--- src/rtl/sync_link_pkg.sv ---
// Shared types for the sync-hunt link.
package sync_link_pkg;

    // Receiver hunt state.
    typedef enum logic [1:0] {
        ST_IDLE = 2'd0,
        ST_HUNT = 2'd1,
        ST_DATA = 2'd2
    } hunt_state_e;

endpackage

--- src/rtl/sync_hunt_rx.sv ---
// Receive framing for an unframed synchronous stream.
// Shifts bits in LSB first on each bit strobe. While hunting, it compares the
// window against the sync character once at least CHAR_W bits have arrived
// since the hunt request. After a match, it emits one character every CHAR_W
// strobes.
// Assumes: bit_en is a one-clock strobe, and hunt_req takes priority over bit_en.
module sync_hunt_rx
    import sync_link_pkg::*;
#(
    parameter int CHAR_W = 8
) (
    input  logic              clk,
    input  logic              rst_n,
    input  logic              bit_en,
    input  logic              rx_bit,
    input  logic              hunt_req,
    input  logic [CHAR_W-1:0] sync_char,
    output logic              force_idle,
    output logic              byte_stb,
    output logic [CHAR_W-1:0] byte_out
);

    localparam int CNT_W  = $clog2(CHAR_W);
    localparam int FILL_W = $clog2(CHAR_W + 1);
    localparam logic [CNT_W-1:0]  LAST_BIT = CNT_W'(CHAR_W - 1);
    localparam logic [FILL_W-1:0] FULL_M1  = FILL_W'(CHAR_W - 1);

    hunt_state_e        state;
    logic [CHAR_W-1:0]  win;
    logic [CHAR_W-1:0]  win_nxt;
    logic [CNT_W-1:0]   bit_cnt;
    logic [FILL_W-1:0]  fill;
    logic               match;

    // Next window: the new bit enters at the top, so the oldest bit sits in bit 0.
    assign win_nxt = {rx_bit, win[CHAR_W-1:1]};

    // Sync match: a full window of post-hunt bits that equals the programmed character.
    assign match = (fill >= FULL_M1) && (win_nxt == sync_char);

    // Hunt control, window shift and character assembly.
    always_ff @(posedge clk) begin
        if (!rst_n) begin
            state    <= ST_IDLE;
            win      <= '0;
            bit_cnt  <= '0;
            fill     <= '0;
            byte_stb <= 1'b0;
            byte_out <= '0;
        end else begin
            byte_stb <= 1'b0;
            if (hunt_req) begin
                state   <= ST_HUNT;
                win     <= '0;
                fill    <= '0;
                bit_cnt <= '0;
            end else if (bit_en) begin
                unique case (state)
                    ST_HUNT: begin
                        win <= win_nxt;
                        if (fill != FILL_W'(CHAR_W)) fill <= fill + 1'b1;
                        if (match) begin
                            state   <= ST_DATA;
                            bit_cnt <= '0;
                        end
                    end
                    ST_DATA: begin
                        win     <= win_nxt;
                        bit_cnt <= bit_cnt + 1'b1;
                        if (bit_cnt == LAST_BIT) begin
                            byte_stb <= 1'b1;
                            byte_out <= win_nxt;
                        end
                    end
                    default: ;
                endcase
            end
        end
    end

    // Encoder silence request lasts exactly as long as the hunt.
    assign force_idle = (state == ST_HUNT);

    AST_IDLE_RISE_FROM_HUNT: assert property (@(posedge clk) disable iff (!rst_n)
        $rose(force_idle) |-> $past(hunt_req));
    AST_IDLE_FALL_ON_STROBE: assert property (@(posedge clk) disable iff (!rst_n)
        $fell(force_idle) |-> ($past(bit_en) && !$past(hunt_req)));
    AST_CHAR_ON_STROBE: assert property (@(posedge clk) disable iff (!rst_n)
        byte_stb |-> ($past(bit_en) && !force_idle));

endmodule

--- src/rtl/rx_byte_hold.sv ---
// Holding register between character assembly and the host.
// It offers each character with valid/ready. A character that arrives while the
// previous one is unread overwrites it and sets a sticky overrun flag.
// Assumes: clr (the hunt request) wins over an arriving character.
module rx_byte_hold #(
    parameter int CHAR_W = 8
) (
    input  logic              clk,
    input  logic              rst_n,
    input  logic              clr,
    input  logic              stb,
    input  logic [CHAR_W-1:0] byte_in,
    input  logic              rx_ready,
    output logic [CHAR_W-1:0] rx_data,
    output logic              rx_valid,
    output logic              rx_overrun
);

    // Capture, hand-off and overrun tracking.
    always_ff @(posedge clk) begin
        if (!rst_n) begin
            rx_data    <= '0;
            rx_valid   <= 1'b0;
            rx_overrun <= 1'b0;
        end else if (clr) begin
            rx_valid   <= 1'b0;
            rx_overrun <= 1'b0;
        end else if (stb) begin
            rx_data  <= byte_in;
            rx_valid <= 1'b1;
            if (rx_valid && !rx_ready) rx_overrun <= 1'b1;
        end else if (rx_valid && rx_ready) begin
            rx_valid <= 1'b0;
        end
    end

    AST_OVERRUN_SET: assert property (@(posedge clk) disable iff (!rst_n)
        (stb && rx_valid && !rx_ready && !clr) |=> rx_overrun);
    AST_HOLD_UNTIL_READY: assert property (@(posedge clk) disable iff (!rst_n)
        (rx_valid && !rx_ready && !stb && !clr) |=> (rx_valid && $stable(rx_data)));
    AST_VALID_FROM_CHAR: assert property (@(posedge clk) disable iff (!rst_n)
        $rose(rx_valid) |-> $past(stb));

endmodule

--- src/rtl/sync_tx_ser.sv ---
// Transmit serializer toward the decoder.
// It sends one bit per strobe, LSB first. At each character boundary it loads the
// host byte if one is offered and otherwise loads the sync character as fill.
// It pulses play_start when a host byte follows fill.
// Assumes: sync_char is stable during reset, which loads the first character.
module sync_tx_ser #(
    parameter int CHAR_W = 8
) (
    input  logic              clk,
    input  logic              rst_n,
    input  logic              bit_en,
    input  logic [CHAR_W-1:0] sync_char,
    input  logic [CHAR_W-1:0] tx_data,
    input  logic              tx_valid,
    output logic              tx_ready,
    output logic              tx_bit,
    output logic              play_start
);

    localparam int CNT_W = $clog2(CHAR_W);
    localparam logic [CNT_W-1:0] LAST_BIT = CNT_W'(CHAR_W - 1);

    logic [CHAR_W-1:0] sh;
    logic [CNT_W-1:0]  cnt;
    logic              in_fill;
    logic              load;

    // A new character is loaded on the strobe that ends the current one.
    assign load     = bit_en && (cnt == LAST_BIT);
    assign tx_ready = load;
    assign tx_bit   = sh[0];

    // Shift out, reload at the boundary, and track fill-to-data transitions.
    always_ff @(posedge clk) begin
        if (!rst_n) begin
            sh         <= sync_char;
            cnt        <= '0;
            in_fill    <= 1'b1;
            play_start <= 1'b0;
        end else begin
            play_start <= load && tx_valid && in_fill;
            if (load) begin
                sh      <= tx_valid ? tx_data : sync_char;
                cnt     <= '0;
                in_fill <= !tx_valid;
            end else if (bit_en) begin
                sh  <= {1'b0, sh[CHAR_W-1:1]};
                cnt <= cnt + 1'b1;
            end
        end
    end

    AST_TX_QUIET: assert property (@(posedge clk) disable iff (!rst_n)
        !$past(bit_en) |-> $stable(tx_bit));
    AST_PLAY_ON_ACCEPT: assert property (@(posedge clk) disable iff (!rst_n)
        play_start |-> $past(tx_valid && tx_ready));
    AST_PLAY_SINGLE: assert property (@(posedge clk) disable iff (!rst_n)
        play_start |=> !play_start);

endmodule

--- src/rtl/sync_hunt_link.sv ---
// Top of the synchronous sync-hunt link.
// It joins the hunting receiver, the host-side holding register and the
// transmit serializer. All three run on the same bit strobe.
// Assumes: bit_en and rx_bit are already synchronized to clk.
module sync_hunt_link #(
    parameter int CHAR_W = 8
) (
    input  logic              clk,
    input  logic              rst_n,
    input  logic              bit_en,
    input  logic [CHAR_W-1:0] sync_char,
    input  logic              hunt_req,
    input  logic              rx_bit,
    output logic              force_idle,
    output logic [CHAR_W-1:0] rx_data,
    output logic              rx_valid,
    input  logic              rx_ready,
    output logic              rx_overrun,
    input  logic [CHAR_W-1:0] tx_data,
    input  logic              tx_valid,
    output logic              tx_ready,
    output logic              tx_bit,
    output logic              play_start
);

    logic              char_stb;
    logic [CHAR_W-1:0] char_val;

    sync_hunt_rx #(.CHAR_W(CHAR_W)) u_hunt (
        .clk        (clk),
        .rst_n      (rst_n),
        .bit_en     (bit_en),
        .rx_bit     (rx_bit),
        .hunt_req   (hunt_req),
        .sync_char  (sync_char),
        .force_idle (force_idle),
        .byte_stb   (char_stb),
        .byte_out   (char_val)
    );

    rx_byte_hold #(.CHAR_W(CHAR_W)) u_hold (
        .clk        (clk),
        .rst_n      (rst_n),
        .clr        (hunt_req),
        .stb        (char_stb),
        .byte_in    (char_val),
        .rx_ready   (rx_ready),
        .rx_data    (rx_data),
        .rx_valid   (rx_valid),
        .rx_overrun (rx_overrun)
    );

    sync_tx_ser #(.CHAR_W(CHAR_W)) u_tx (
        .clk        (clk),
        .rst_n      (rst_n),
        .bit_en     (bit_en),
        .sync_char  (sync_char),
        .tx_data    (tx_data),
        .tx_valid   (tx_valid),
        .tx_ready   (tx_ready),
        .tx_bit     (tx_bit),
        .play_start (play_start)
    );

endmodule

--- config.mk ---
export PLATFORM = sky130hd
export DESIGN_NAME = sync_hunt_link
export DESIGN_NICKNAME = d
export VERILOG_FILES = /design/src/rtl/sync_link_pkg.sv /design/src/rtl/sync_hunt_rx.sv /design/src/rtl/rx_byte_hold.sv /design/src/rtl/sync_tx_ser.sv /design/src/rtl/sync_hunt_link.sv
export SDC_FILE = /design/constraint.sdc
export NUM_CORES = 1
export LEC_CHECK = 0
export BUFFER_PORTS_ARGS = -buffer_cell sky130_fd_sc_hd__buf_2
export CORE_AREA = 2 2 86 71
export DETAILED_ROUTE_END_ITERATION = 10
export DIE_AREA = 0 0 88 73
export PLACE_DENSITY = 0.63
export SYNTH_ARGS = -nofsm -noshare
export SYNTH_HDL_FRONTEND = slang
export SYNTH_SLANG_ARGS = --single-unit
--- constraint.sdc ---
create_clock -name clk -period 4.8 [get_ports clk]
set_input_delay 0.24 -clock clk [delete_from_list [all_inputs] [get_ports clk]]
set_output_delay 0.24 -clock clk [all_outputs]
set_load 0.05 [all_outputs]
# After elaboration in Yosys (flattened, before gate mapping)
# Index checks and enable logic that the tools add are counted.
[word_totals]
regBits = 49
inputBits = 23
output_inout_bits = 14
wordCells = 68
[op_classes]
add_sub_neg = 3
n_lt_le_gt_ge = 1
n_eq_ne = 8
muxes = 13
n_bitwise = 4
n_reduce_logical = 25
[op_table]
columns = ["op", "n"]
rows = [
  ["$mux 8", 4],
  ["$reduce_and 3->1", 4],
  ["$reduce_bool 2->1", 5],
  ["$eq 8x8->1", 1],
  ["$mux 1", 7],
  ["$add 3x1->3 const B", 2],
  ["$eq 3x3->1 const B", 2],
  ["$logic_and 1x1->1", 6],
  ["$pmux 3 s2", 1],
  ["$reduce_and 2->1", 3],
  ["$reduce_or 2->1", 3],
  ["$add 4x1->4 const B", 1],
  ["$ge 4x3->1 const B", 1],
  ["$ne 4x4->1 const B", 1],
  ["$not 1->1", 4],
  ["$reduce_and 4->1", 1],
  ["$reduce_or 4->1", 1],
  ["$mux 3", 1],
  ["$ne 3x1->1 const B", 1],
  ["$eq 2x1->1 const B", 1],
  ["$eq 2x2->1 const B", 1],
  ["$logic_not 1->1", 2],
  ["$ne 2x1->1 const B", 1],
]

# Logic depth before layout (Yosys ltp)
[depth]
word_depth = 6
mapped_depth = 6
mapped_depth_nobuf = 6

# Cells and area by module
# A second synthesis with hierarchy kept.
[hier_totals]
cells_unflattened = 219
area_unflattened_um2 = 2222.1
[by_module_without_submodules]
columns = ["module", "n_inst", "cells_per_inst", "area_each_um2", "seq_area_each_um2"]
rows = [
  ["sync_hunt_rx", 1, 131, 1201.2, 500.5],
  ["sync_tx_ser", 1, 54, 633.1, 340.3],
  ["rx_byte_hold", 1, 34, 387.9, 200.2],
]

# Worst setup path before layout
# Ideal clock, no wire load.
[synth_timing]
path_kind = "flip-flop to flip-flop"
start = "register u_hunt.state[1]"
end = "register u_hunt.bit_cnt[0]"
setup_time_ns = 0.063
t_arrival_ns = 1.608
required_ns = 4.737
setup_slack_ns = 3.130
path_stages_with_launch = 7
path_buffers = 0
period_less_slack_ns = 1.670
cell_sequence = "dfxtp_1 > inv_1 > ha_1 > and3b_1 > nor3b_1 > a21boi_0 > nand3b_1"
[synth_between]
elab_chain_len = 3
elab_cells_between_ends = 6
cone_classes = "3 x eq/ne; 1 x mux; 2 x reduce/logical"
[synth_lines]
columns = ["item", "line_no", "source"]
rows = [
  ["from (decl)", "sync_hunt_rx.sv:28", "hunt_state_e state;"],
  ["from (signal assigned)", "sync_hunt_rx.sv:44", "state <= ST_IDLE;"],
  ["from (signal assigned)", "sync_hunt_rx.sv:53", "state <= ST_HUNT;"],
  ["from (signal assigned)", "sync_hunt_rx.sv:63", "state <= ST_DATA;"],
  ["$eq 2x1->1 *", "n/a", ""],
  ["net force_idle", "sync_hunt_link.sv:14", "output logic force_idle,"],
  ["$ne 2x1->1 (no source line) or $reduce_bool 2->1 (tied branches)", "n/a", ""],
  ["$reduce_and 3->1 (no source line)", "n/a", ""],
  ["to (signal assigned)", "sync_hunt_rx.sv:69", "bit_cnt <= bit_cnt + 1'b1;"],
  ["to (decl)", "sync_hunt_rx.sv:31", "logic [CNT_W-1:0] bit_cnt;"],
]
# Mark *: on every way through the listed nets, which the timed path passes. The rest lies on a longest branch.
# A chain may end at the register's enable or synchronous reset.

# Worst setup path in the final report
[layout_timing]
start = "register u_tx.cnt[0]"
end = "output tx_ready"
[layout_between]
elab_chain_len = 2
[layout_lines]
columns = ["item", "line_no", "source"]
rows = [
  ["from (decl)", "sync_tx_ser.sv:24", "logic [CNT_W-1:0] cnt;"],
  ["from (signal assigned)", "sync_tx_ser.sv:48", "cnt <= cnt + 1'b1;"],
  ["$eq 3x3->1", "sync_tx_ser.sv:29", "assign load = bit_en && (cnt == LAST_BIT);"],
  ["$logic_and 1x1->1", "sync_tx_ser.sv:29", ""],
  ["to (decl)", "sync_hunt_link.sv:21", "output logic tx_ready,"],
]
# Every way passes these cells.

==> summary.md <==
| Metric | Value |
|---|---|
| Status | `complete, no violations` |
| Period utilization | `44.8%` |
| Initial Utilization | `38.4%` |
| Leak | `0.00101 uW` |
| IR drop worst, VDD | `0.000140 V` |
| Unrepaired setup endpoints after global routing | `no` |
| Worst Clk Skew | `0.00558 ns` |
| Hold Violations, Final | `0` |
| Worst reg-to-reg path cell count | `6` |
| Post-Syn Instances | `237` |
| Syn nets | `268` |
| Row count | `25` |
| Vias in the first global route | `1554` |
| Required @ worst endpoint | `4.56 ns` |
| Element type at the critical path end | `primary output` |
| Hold WC Path Type | `input pin to flop` |
| Pin count of the biggest net entering global routing | `36` |
| Core Area | `0.00566 sq mm` |
| Post-CTS Repair Setup Buffers | `0` |
| CP Launch Point | `u_tx.cnt[0]$_SDFFE_PP0P_` |
| Placed insts | `343` |
| Synth area leaders | `dfxtp_1 (37%), edfxtp_1 (11%), nand2_1 (6.7%), a21boi_0 (5.9%), mux2i_1 (5.1%)` |
| Crit path to | `tx_ready` |
| Register area share after synthesis | `47.9%` |
| Setup TNS | `0 ns` |
| Maximum clock rate | `0.465 GHz` |
| Initial antenna violation count | `0` |
| Final setup fails | `0` |
| CTS buffer count | `5` |
| Die width | `88 microns` |
| Reg-to-Reg End | `u_tx.sh[2]$_DFFE_PP_` |
| Fin nets | `300` |
| Synth Flop Type | `dfxtp_1` |
| Crit path max fanout | `13` |
| Fraction of layout instances using a drive strength above 1 | `17.4%` |
| Max_cap viols | `0` |
| Yosys warns | `0` |
| DR pass1 iterations | `4` |
| Slew at the pin closest to its max-slew limit | `0.761 ns` |
| Clk root buf | `clkbuf_8` |
| EDFF count, synth | `8` |
| Clock tree sinks | `48` |
| Reg2Reg Launch Point | `u_tx.cnt[0]$_SDFFE_PP0P_` |
| Post-CTS sizing | `0` |
| Port buffer count | `36` |
| I/O pin total | `37` |
| Syn Std Cell Area | `0.00217 sq mm` |
| Critical path data arrival time | `1.91 ns` |
| Tot Pwr | `830 uW` |
| First-pass GRT wire length | `7.16 mm` |
| GRT Total Usage | `14.3%` |
| Startpoint Class | `flop` |
| Post-synthesis register bit count | `48` |
| Post-route antenna net violation count | `0` |
| Final non-filler cell total | `351` |
| Overflow after GRT | `0` |
| Wire length per cell | `12.3 microns` |
| # hold bufs at CTS | `0` |
| Fin. max-slew vios | `0` |
| Worst-Skew Late Latency | `0.30 ns` |
| Clk buf depth | `2` |
| Full die area | `0.00642 sq mm` |
| Worst setup path class | `flop to primary output` |
| Chip height | `73 microns` |
| Syn_area_per_cell | `9.18 sq um` |
| Hpwl dp | `3.17 mm` |
| Routed Wire Length | `4.33 mm` |
| GPL Wtd Cong | `0.805` |
| Vias/cell | `4.75` |
| Final hold slack | `0.226 ns` |
| Slew margin rel. | `49.1%` |
| Final core occ | `45.0%` |
| Tmin final | `2.15 ns` |
| Worst reg2reg setup slack | `2.66 ns` |
| Drt initial violations | `60` |
| Area leader, netlist | `dfxtp_1` |
| PD cells | `326 mW/mm^2` |
| Via count | `1666` |
| H-tree Lvls | `2` |
| Area growth, synth to finish | `17.0%` |
| Share of the synthesized area in the top cell type | `36.8%` |
| CTS tree | `done` |
| Netlist cell types | `36` |
| Worst-path clk slew | `0.09 ns` |
| Ys async rst share | `0%` |
| Post-route DRC | `0` |
| N_diodes | `0` |
-- cells in the mapped netlist, types with 7 or more instances --
master,number
a21boi_0,17
a21oi_1,11
clkbuf_1,7
dfxtp_1,40
edfxtp_1,8
ha_1,8
inv_1,8
mux2i_1,11
nand2_1,39
nor2_1,23
o22ai_1,9
xor2_1,9
-- kinds of logic after synthesis --
group / count (synthesis) / synth area share (%)
buffers and inverters: 19 / 3.63
xor gates and xnor gates: 10 / 4.03
adders and majority gates: 8 / 4.60
AOI/OAI and AO/OA: 45 / 13.3
and+or+nand+nor: 96 / 21.5
DFF: 48 / 47.9
muxes: 11 / 5.06
-- sequential cells by signal, summed over array words and instances, names as in the netlist, 2 cells and up --
signal           count
u_hold.rx_data       8
u_hunt.bit_cnt       3
u_tx.sh              8
u_hunt.byte_out      8
u_tx.cnt             3
u_hunt.fill          4
u_hunt.win           7
u_hunt.state         2
-- where the power goes --
group	switching, uW	internal [uW]
combinational	36.0	24.3
sequential	3.41	419
clock	138	210
total	177	653
-- cell usage in the layout (no fill, tap or decap), types with 2 or more instances in the layout --
master     netlist  routed
edfxtp_1         8       8
nand2_1         39      39
o21ai_0          3       3
nor4_1           2       2
dfxtp_1         40      40
inv_1            8       8
buf_2            3      36
a21oi_1         11      11
mux2i_1         11      11
nand2b_1         3       3
ha_1             8       8
nand3_1          5       5
o22ai_1          9       9
xor2_1           9       9
nor3b_1          2       2
and2_1           3       3
nand3b_1         2       2
nand4_1          3       3
clkbuf_8         0       5
nor2_1          23      23
a21boi_0        17      17
nor2b_1          5       5
nor4_2           2       2
a31oi_1          2       2
bufinv_16        0       2
-- routing by layer --
layer | track usage (%) | wire, microns
met5 | 0 | 0
met3 | 3.51 | 232
met4 | 5.13 | 59
met1 | 19.4 | 2210
met2 | 22.2 | 1830
-- worst min path at each step --
stage / from / endpoint / cells past startpoint
3_3_place_gp: u_hold.rx_data[0]$_SDFFE_PN0P_ / u_hold.rx_data[0]$_SDFFE_PN0P_ / 2
3_5_place_dp: u_hold.rx_overrun$_SDFFE_PP0P_ / u_hold.rx_overrun$_SDFFE_PP0P_ / 2
5_1_grt: tx_valid / u_tx.play_start$_SDFF_PN0_ / 2
2_1_floorplan: hunt_req / u_hunt.state[0]$_SDFFE_PN0P_ / 1
4_1_cts: rx_ready / u_hold.rx_valid$_SDFFE_PP0P_ / 4
6_report: rx_ready / u_hold.rx_valid$_SDFFE_PP0P_ / 4
-- through the flow --
step	instance area, sq um	setup slack, ns
2_1_floorplan	2170	3.13
3_3_place_gp	2410	2.77
3_5_place_dp	2410	2.68
4_1_cts	2540	2.64
5_1_grt	2540	2.48
6_report	2540	2.65
-- worst max-delay path, stage by stage, from the launching register on --
cell     delay (ns)
dfxtp_1        0.36
ha_1           0.16
ha_1           0.20
and2_0         0.52
buf_2          0.37
-- area by class of cell --
type	instances	area, sq um
Fill cell	573	3120
Multi-Input combinational cell	170	1050
Sequential cell	48	1040
Timing Repair Buffer	36	180
Tap cell	81	101
Clock buffer	5	68.8
Clock inverter	3	68.8
Inverter	8	30.0
Power figures use the tool's default switching activity.
